**src/rtl/sstretch_pkg.sv**
```systemverilog
// Shared definitions for the clock-stretch controller.
// Assumes a 2-bit register address and an 8-bit register data bus.
package sstretch_pkg;
    localparam int REG_ADDR_W = 2;
    localparam int REG_DATA_W = 8;
    localparam int SYNC_STAGES = 2;

    typedef enum logic [REG_ADDR_W-1:0] {
        A_CTRL  = 2'd0,
        A_START = 2'd1,
        A_STOP  = 2'd2,
        A_TXBUF = 2'd3
    } reg_addr_e;

    // Control register bits, lowest bit first: en, always_on, cond, ie_start, ie_stop
    typedef struct packed {
        logic ie_stop;
        logic ie_start;
        logic cond;
        logic always_on;
        logic en;
    } ctrl_t;

    localparam int CTRL_W = $bits(ctrl_t);
    localparam int HOLD_BIT = 5;
endpackage

```
**src/rtl/line_sync.sv**
```systemverilog
// Multi-stage synchronizer for one wire input.
// Assumes the wire idles high, so every stage resets to 1.
module line_sync #(
    parameter int STAGES = 2
) (
    input  logic clk,
    input  logic rst_n,
    input  logic async_i,
    output logic sync_o
);
    logic [STAGES-1:0] stage_q;

    genvar g;
    generate
        for (g = 0; g < STAGES; g++) begin : g_stage
            // Purpose: move the sampled value one stage along the chain
            always_ff @(posedge clk) begin
                if (!rst_n) stage_q[g] <= 1'b1;
                else if (g == 0) stage_q[g] <= async_i;
                else stage_q[g] <= stage_q[(g == 0) ? 0 : g-1];
            end
        end
    endgenerate

    assign sync_o = stage_q[STAGES-1];
endmodule

```
**src/rtl/cond_detect.sv**
```systemverilog
// Finds clock falling edges and start-like and stop-like events on the synchronized wires.
// Assumes synchronized inputs. An event needs the clock high in both the previous and the current sample.
module cond_detect (
    input  logic clk,
    input  logic rst_n,
    input  logic en,
    input  logic ck_s,
    input  logic dt_s,
    output logic ck_fall,
    output logic start_evt,
    output logic stop_evt
);
    logic ck_q, dt_q;

    // Purpose: keep the previous synchronized levels, even while disabled
    always_ff @(posedge clk) begin
        if (!rst_n) begin
            ck_q <= 1'b1;
            dt_q <= 1'b1;
        end else begin
            ck_q <= ck_s;
            dt_q <= dt_s;
        end
    end

    // Purpose: decode the edges, gated by the port enable
    always_comb begin
        ck_fall   = en && ck_q && !ck_s;
        start_evt = en && ck_q && ck_s && dt_q && !dt_s;
        stop_evt  = en && ck_q && ck_s && !dt_q && dt_s;
    end
endmodule

```
**src/rtl/hold_ctrl.sv**
```systemverilog
// Clock-hold state: takes a hold on a clock falling edge (always, or once after a start-like event)
// and lets go one cycle after a buffer write, so data is set up before the clock is let go.
// Assumes ck_fall and start_evt are already gated by en.
module hold_ctrl (
    input  logic clk,
    input  logic rst_n,
    input  logic en,
    input  logic always_on,
    input  logic cond,
    input  logic ck_fall,
    input  logic start_evt,
    input  logic buf_wr,
    output logic hold_o
);
    logic hold_q, rel_pend, armed;
    logic take;

    // Purpose: decide whether this clock fall starts a hold
    always_comb begin
        take = ck_fall && !hold_q && !rel_pend && (always_on || (cond && armed));
    end

    // Purpose: arm, hold and release state, all cleared when the port is disabled
    always_ff @(posedge clk) begin
        if (!rst_n || !en) begin
            hold_q   <= 1'b0;
            rel_pend <= 1'b0;
            armed    <= 1'b0;
        end else begin
            if (start_evt) armed <= 1'b1;
            else if (take) armed <= 1'b0;
            rel_pend <= buf_wr && hold_q;
            if (rel_pend) hold_q <= 1'b0;
            else if (take) hold_q <= 1'b1;
        end
    end

    assign hold_o = hold_q;


    always_hold_chk: assert property (@(posedge clk) disable iff (!rst_n)
        (en && always_on && ck_fall && !hold_q && !rel_pend) |=> hold_q);

    release_after_write_chk: assert property (@(posedge clk) disable iff (!rst_n)
        (hold_q && buf_wr) |=> ##1 !hold_q);

    disable_abort_chk: assert property (@(posedge clk) disable iff (!rst_n)
        !en |=> !hold_q);

    hold_needs_fall_chk: assert property (@(posedge clk) disable iff (!rst_n)
        $rose(hold_q) |-> $past(ck_fall));
endmodule

```
**src/rtl/host_regs.sv**
```systemverilog
// Host register file: control, two sticky condition flags, the transmit buffer, read mux and interrupt.
// Assumes single-cycle strobes. A flag set beats a clear in the same cycle.
module host_regs
    import sstretch_pkg::*;
(
    input  logic                  clk,
    input  logic                  rst_n,
    input  logic                  wr,
    input  logic                  rd,
    input  logic [REG_ADDR_W-1:0] addr,
    input  logic [REG_DATA_W-1:0] wdata,
    input  logic                  start_evt,
    input  logic                  stop_evt,
    input  logic                  hold,
    output ctrl_t                 ctrl,
    output logic                  txbit,
    output logic                  buf_wr,
    output logic [REG_DATA_W-1:0] rdata,
    output logic                  irq
);
    logic start_flag, stop_flag;
    logic clr_start, clr_stop;
    logic unused_wbits;

    assign unused_wbits = ^wdata[REG_DATA_W-1:CTRL_W];

    // Purpose: decode host strobes
    always_comb begin
        buf_wr    = wr && (addr == A_TXBUF);
        clr_start = (rd && addr == A_START) || (wr && addr == A_START && wdata[0]);
        clr_stop  = (rd && addr == A_STOP)  || (wr && addr == A_STOP  && wdata[0]);
    end

    // Purpose: control and transmit-buffer registers
    always_ff @(posedge clk) begin
        if (!rst_n) begin
            ctrl  <= '0;
            txbit <= 1'b1;
        end else begin
            if (wr && addr == A_CTRL) ctrl <= ctrl_t'(wdata[CTRL_W-1:0]);
            if (buf_wr) txbit <= wdata[0];
        end
    end

    // Purpose: sticky condition flags
    always_ff @(posedge clk) begin
        if (!rst_n) begin
            start_flag <= 1'b0;
            stop_flag  <= 1'b0;
        end else begin
            if (start_evt) start_flag <= 1'b1;
            else if (clr_start) start_flag <= 1'b0;
            if (stop_evt) stop_flag <= 1'b1;
            else if (clr_stop) stop_flag <= 1'b0;
        end
    end

    // Purpose: read mux
    always_comb begin
        rdata = '0;
        case (addr)
            A_CTRL: begin
                rdata[CTRL_W-1:0] = ctrl;
                rdata[HOLD_BIT]   = hold;
            end
            A_START: rdata[0] = start_flag;
            A_STOP:  rdata[0] = stop_flag;
            default: rdata[0] = txbit;
        endcase
    end

    // Purpose: interrupt from the enabled flags
    assign irq = (start_flag && ctrl.ie_start) || (stop_flag && ctrl.ie_stop);


    start_set_chk: assert property (@(posedge clk) disable iff (!rst_n)
        start_evt |=> start_flag);

    start_sticky_chk: assert property (@(posedge clk) disable iff (!rst_n)
        (start_flag && !clr_start) |=> start_flag);

    stop_sticky_chk: assert property (@(posedge clk) disable iff (!rst_n)
        (stop_flag && !clr_stop) |=> stop_flag);
endmodule

```
**src/rtl/sync_clkstretch_ctrl.sv**
```systemverilog
// Top of the clock-stretch controller: synchronizers, event detect, hold state and host registers.
// Assumes the wires have outside pull-ups. The outputs are pull-low enables only.
module sync_clkstretch_ctrl
    import sstretch_pkg::*;
(
    input  logic                  clk,
    input  logic                  rst_n,
    input  logic                  reg_wr,
    input  logic                  reg_rd,
    input  logic [REG_ADDR_W-1:0] reg_addr,
    input  logic [REG_DATA_W-1:0] reg_wdata,
    output logic [REG_DATA_W-1:0] reg_rdata,
    input  logic                  ck_line_i,
    input  logic                  dt_line_i,
    output logic                  ck_drive_low_o,
    output logic                  dt_drive_low_o,
    output logic                  irq_o
);
    logic  ck_s, dt_s, ck_fall, start_evt, stop_evt, hold, txbit, buf_wr;
    ctrl_t ctrl;

    line_sync #(.STAGES(SYNC_STAGES)) u_ck_sync (
        .clk(clk), .rst_n(rst_n), .async_i(ck_line_i), .sync_o(ck_s));
    line_sync #(.STAGES(SYNC_STAGES)) u_dt_sync (
        .clk(clk), .rst_n(rst_n), .async_i(dt_line_i), .sync_o(dt_s));

    cond_detect u_det (
        .clk(clk), .rst_n(rst_n), .en(ctrl.en), .ck_s(ck_s), .dt_s(dt_s),
        .ck_fall(ck_fall), .start_evt(start_evt), .stop_evt(stop_evt));

    hold_ctrl u_hold (
        .clk(clk), .rst_n(rst_n), .en(ctrl.en), .always_on(ctrl.always_on),
        .cond(ctrl.cond), .ck_fall(ck_fall), .start_evt(start_evt),
        .buf_wr(buf_wr), .hold_o(hold));

    host_regs u_regs (
        .clk(clk), .rst_n(rst_n), .wr(reg_wr), .rd(reg_rd), .addr(reg_addr),
        .wdata(reg_wdata), .start_evt(start_evt), .stop_evt(stop_evt),
        .hold(hold), .ctrl(ctrl), .txbit(txbit), .buf_wr(buf_wr),
        .rdata(reg_rdata), .irq(irq_o));

    // Purpose: pull-low enables, cut off at once when the port is disabled
    always_comb begin
        ck_drive_low_o = ctrl.en && hold;
        dt_drive_low_o = ctrl.en && !txbit;
    end


    no_event_when_off_chk: assert property (@(posedge clk) disable iff (!rst_n)
        !ctrl.en |-> !(start_evt || stop_evt || ck_fall));
endmodule

```
**config.mk**
```make
export PLATFORM = sky130hd
export DESIGN_NAME = sync_clkstretch_ctrl
export DESIGN_NICKNAME = d
export VERILOG_FILES = /design/src/rtl/sstretch_pkg.sv /design/src/rtl/line_sync.sv /design/src/rtl/cond_detect.sv /design/src/rtl/hold_ctrl.sv /design/src/rtl/host_regs.sv /design/src/rtl/sync_clkstretch_ctrl.sv
export SDC_FILE = /design/constraint.sdc
export NUM_CORES = 1
export LEC_CHECK = 0
export CORE_MARGIN = 1.5
export CORE_UTILIZATION = 45
export DETAILED_ROUTE_END_ITERATION = 8
export PLACE_DENSITY = 0.9
export SYNTH_ARGS = -nofsm -noshare
export SYNTH_HDL_FRONTEND = slang
export SYNTH_SLANG_ARGS = --single-unit
```
**constraint.sdc**
```tcl
create_clock -name clk -period 1.9 [get_ports clk]
set_input_delay 0.38 -clock clk [delete_from_list [all_inputs] [get_ports clk]]
set_output_delay 0.38 -clock clk [all_outputs]
set_load 0.02 [all_outputs]
```
## After elaboration in Yosys (flattened, before gate mapping)

Cells that the tools add are included.

- Register bits: 17
- Latch bits: 0
- Bits in writable memories: 0
- Bits in read-only memories: 0
- Output and inout port bits: 11
- Memories: 0

- $add $sub $neg: 0
- $mul: 0
- Divide/modulo/power cells: 0
- Order comparisons: 0
- Equal/unequal tests: 3
- Shifts and indexed selects: 0
- Multiplexer cells: 8
- Bitwise logic cells: 0
- Reductions and logical operators: 42

Operators by type and width:

| kind | number |
|---|---|
| $logic_and 1x1->1 | 24 |
| $logic_not 1->1 | 8 |
| $mux 1 | 6 |
| $reduce_bool 2->1 | 3 |
| $logic_or 1x1->1 | 5 |
| $mux 5 | 1 |
| $eq 2x2->1 const B | 2 |
| $pmux 1 s3 | 1 |
| $eq 2x1->1 const B | 1 |
| $logic_not 2->1 | 1 |
| $reduce_or 2->1 | 1 |

## Logic depth before layout (Yosys ltp)

- Depth in word-level cells: 7
- Mapped depth: 4

## Modules after synthesis

Synthesis repeated with hierarchy kept, for this count alone.

- Cells, all modules: 81
- Area total of the unflattened synthesis: 787.0 um^2

Modules (own cells, without submodules):

| module | times used | cells an instance | area each (um^2) | seq. area each (um^2) |
|---|---|---|---|---|
| host_regs | 1 | 49 | 440.4 | 160.2 |
| hold_ctrl | 1 | 13 | 126.4 | 60.1 |
| line_sync | 2 | 4 | 52.6 | 40.0 |
| cond_detect | 1 | 9 | 95.1 | 40.0 |
| sync_clkstretch_ctrl | 1 | 2 | 20.0 | 0.0 |

## Least setup slack after synthesis

Ideal clock, no wire load.

- Path kind: input -> output
- Start: in reg_addr[1]
- End: out reg_rdata[0]
- Data arrival time: 1130 ps
- Data required time: 1520 ps
- Path slack: 390 ps
- Stages on the path: 2
- Path buffers: 1
- Cell sequence: buf_6 > mux4_1

- Longest elaborated chain between the ends: 2
- Elaborated cells on any way between the ends: 4
- Those cells by class: eq/ne: 2; mux: 1; reduce/logical: 1

Ends and longest elaborated chain:

| what | line | RTL |
|---|---|---|
| start, declared | sync_clkstretch_ctrl.sv:10 | `input logic [REG_ADDR_W-1:0] reg_addr,` |
| $eq 2x2->1, or another cell as far along | host_regs.sv:61 | `case (addr)` |
| $pmux 1 s3 * | host_regs.sv:61 |  |
| end, declared | sync_clkstretch_ctrl.sv:12 | `output logic [REG_DATA_W-1:0] reg_rdata,` |

Every way passes the cells marked *; elsewhere a longest branch is shown, timed or not.

## Worst setup path after layout

- Start: in reg_addr[0]
- End: out reg_rdata[2]

- Longest elaborated chain between the ends: 2

Ends and longest elaborated chain:

| what | line |
|---|---|
| $logic_not 2->1 | host_regs.sv:61 |
| $mux 5 | host_regs.sv:61 |

No other way between the ends.

==> results.ini <==
[layout]
regMostFlops = u_regs.ctrl
layout-drive-gt1-share_pct = 22.0
largest_reg_flops = 5
nFillCells = 140
antenna_cells = 0
area_delta_synth_final_pct = 37.5
final_cells = 116
layout.nets = 117
most-common-layout-cells = dfxtp_1, clkdlybuf4s50_1, nand2b_1, buf_4
layout_commonest_cell = dfxtp_1

[setup_path]
startpoint = reg_addr[0]
rrSetupSlack_ps = 570
arrival_ps = 1460
path_buf_inv = 2
critPathSlowestCell = clkdlybuf4s50_1
cp_top_family = buffers and inverters
worstPathRequired_ps = 1520
worstPathCellList = clkdlybuf4s50_1 > nor2_4 > and2_1 > clkdlybuf4s15_2
cp_max_fo = 4
crit_path_start_kind = primary input
crit_path_end_kind = output port
crit_type = primary input to output port
slowest_delay_ps = 500
reg2reg_from = u_regs.ctrl[0]

[logic_synthesis]
synth_cell_types = 28
synth_edf_count = 0
synth_top_area_share_pct = 46.4
yosys-top-cells-area = dfxtp_1, mux2i_1, nand2b_1
synthCells = 72
yosysSeqAreaShare_pct = 46.4
synthArstFlopShare_pct = 0
synth_top_area_cell = dfxtp_1
synth-seq-cells = 17
yosys_warnings = 0
syn-cell-area_um2 = 733
syn_area_per_cell_um2 = 10.2
synth_ff_type = dfxtp_1

[hold_path]
hold_start = u_dt_sync.stage_q[0]
hold_path_class = flip-flop to flip-flop

[floorplan]
ioPinCount = 27
die_h_um = 43.4
start_util_pct = 48.1
chipWidth_um = 43.4
dieArea_um2 = 1880
core_area_um2 = 1520
rows = 14

[drt]
wl_per_cell_um = 13.3
wl_um = 1540
vias = 606
dr.pass1.iters = 4
viasPerCell = 5.22
ant_nets = 0
drtIter0Drc = 9
drc_errors = 0

[timing]
setup_viol = 0
finClkSkew_ps = 1.21
fmax_ghz = 0.542
hold_viol = 0
drv_slew = 0
rsz0062_at_grt = no
whs_ps = 417
min_period_over_period_pct = 97.1
min_period_ps = 1840

[grt]
grt_max_degree = 11
grt_usage_pct = 19.0
grt_pass1_wl_um = 2650
antenna_found_initial = 0
grt-ovfl-total = 0
grt_pass1_vias = 613

[clocking]
clk_pin_slew_ps = 90
clockBufferDepth = 2
cts_root_buf = clkbuf_4
cts_htree_levels = 1
clock_latency_ps = 290
cts_sinks = 17
cts-buffers-inserted = 3
cts_tree = yes

[pwr]
leakagePower_nw = 0.409
power_switching_mw = 0.154
ir_worst_vdd_v = 0.000362
p_comb_share_pct = 12.9
pwr-share-seq_pct = 57.5
p_int_mw = 0.492
power.density_nw_per_um2 = 641
pwr-share-clk_pct = 29.6
p_sw_share_pct = 23.8

[placement]
gp_congestion = 0.866
hpwl_um = 1210
portBuffers = 21
dp.cells = 112

[run]
drv_cap = 0

[run_status]
status = finished, final reports clean

## cells in the mapped netlist, types with 2 or more instances
cell type and n:
a21oi_1 3, and2_1 5, buf_4 2, dfxtp_1 17
inv_1 2, mux2i_1 6, nand2_1 2, nand2b_1 7
nand3_1 2, nor2b_1 6, nor3_1 2, o21ai_0 2
## through the flow
step	total power, mW	instance area [um^2]	setup slack, ps	setup TNS, ps	utilization (%)
final	0.646	1010	55.1	0	66.2
after floorplan	0.418	737	390	0	-
after global routing	0.685	1010	4.93	0	66.2
after global placement	0.459	982	-439	-2210	64.4
after detailed placement	0.463	982	-494	-2750	64.4
after CTS	0.654	1010	5.31	0	66.6
## what timing repair did
action,4_1_cts,5_1_grt
cloned,0,0
resized for setup,24,4
buffers inserted,0,0
setup endpoints to repair,6,4
hold buffers,0,0
## layout make-up
class / instances / area [um^2] / area share (%)
timing repair buffer: 27 / 250 / 24.8
clock buffer: 3 / 22.5 / 2.23
clock inverter: 1 / 5.00 / 0.496
sequential: 17 / 340 / 33.7
tap: 16 / 20.0 / 1.99
inverter: 2 / 7.51 / 0.744
multi-input combinational: 50 / 363 / 36.0
## path summary, 6_finish.rpt
path,cells after the start,to
worst max-delay path,4,reg_rdata[2]
worst min-delay path,1,u_dt_sync.sync_o
worst max register to register,4,u_hold.hold_o
worst min register to register,1,u_dt_sync.sync_o
## metal layers
metal / vias up / share of wire (%) / GRT usage (%)
met4: 0 / 2.8 / 10.9
met1: 270 / 41 / 21.2
met3: 7 / 7.4 / 2.50
met2: 29 / 49 / 34.3
li1: 300 / - / -
met5: - / 0 / 0
## kinds of logic (layout without fill, tap and decap cells)
kind of cell           after synthesis  count (layout)  synth area share, %
AO/OA/AOI/OAI                       11              11                 10.8
AND/OR/NAND/NOR                     30              30                 25.4
flip-flops                          17              17                 46.4
buffers and inverters                6              33                 5.12
other                                1               2                0.511
multiplexers                         7               7                 11.8
## power by group through the flow
stage / sequential [mW] / clock (mW) / combinational (mW)
after detailed placement: 0.380 / 0 / 0.0831
after floorplan: 0.379 / 0 / 0.0399
final: 0.371 / 0.191 / 0.0836
after global routing: 0.373 / 0.222 / 0.0900
after global placement: 0.379 / 0 / 0.0802
after CTS: 0.372 / 0.198 / 0.0843
Note: power is estimated with default switching activity, not from simulation.
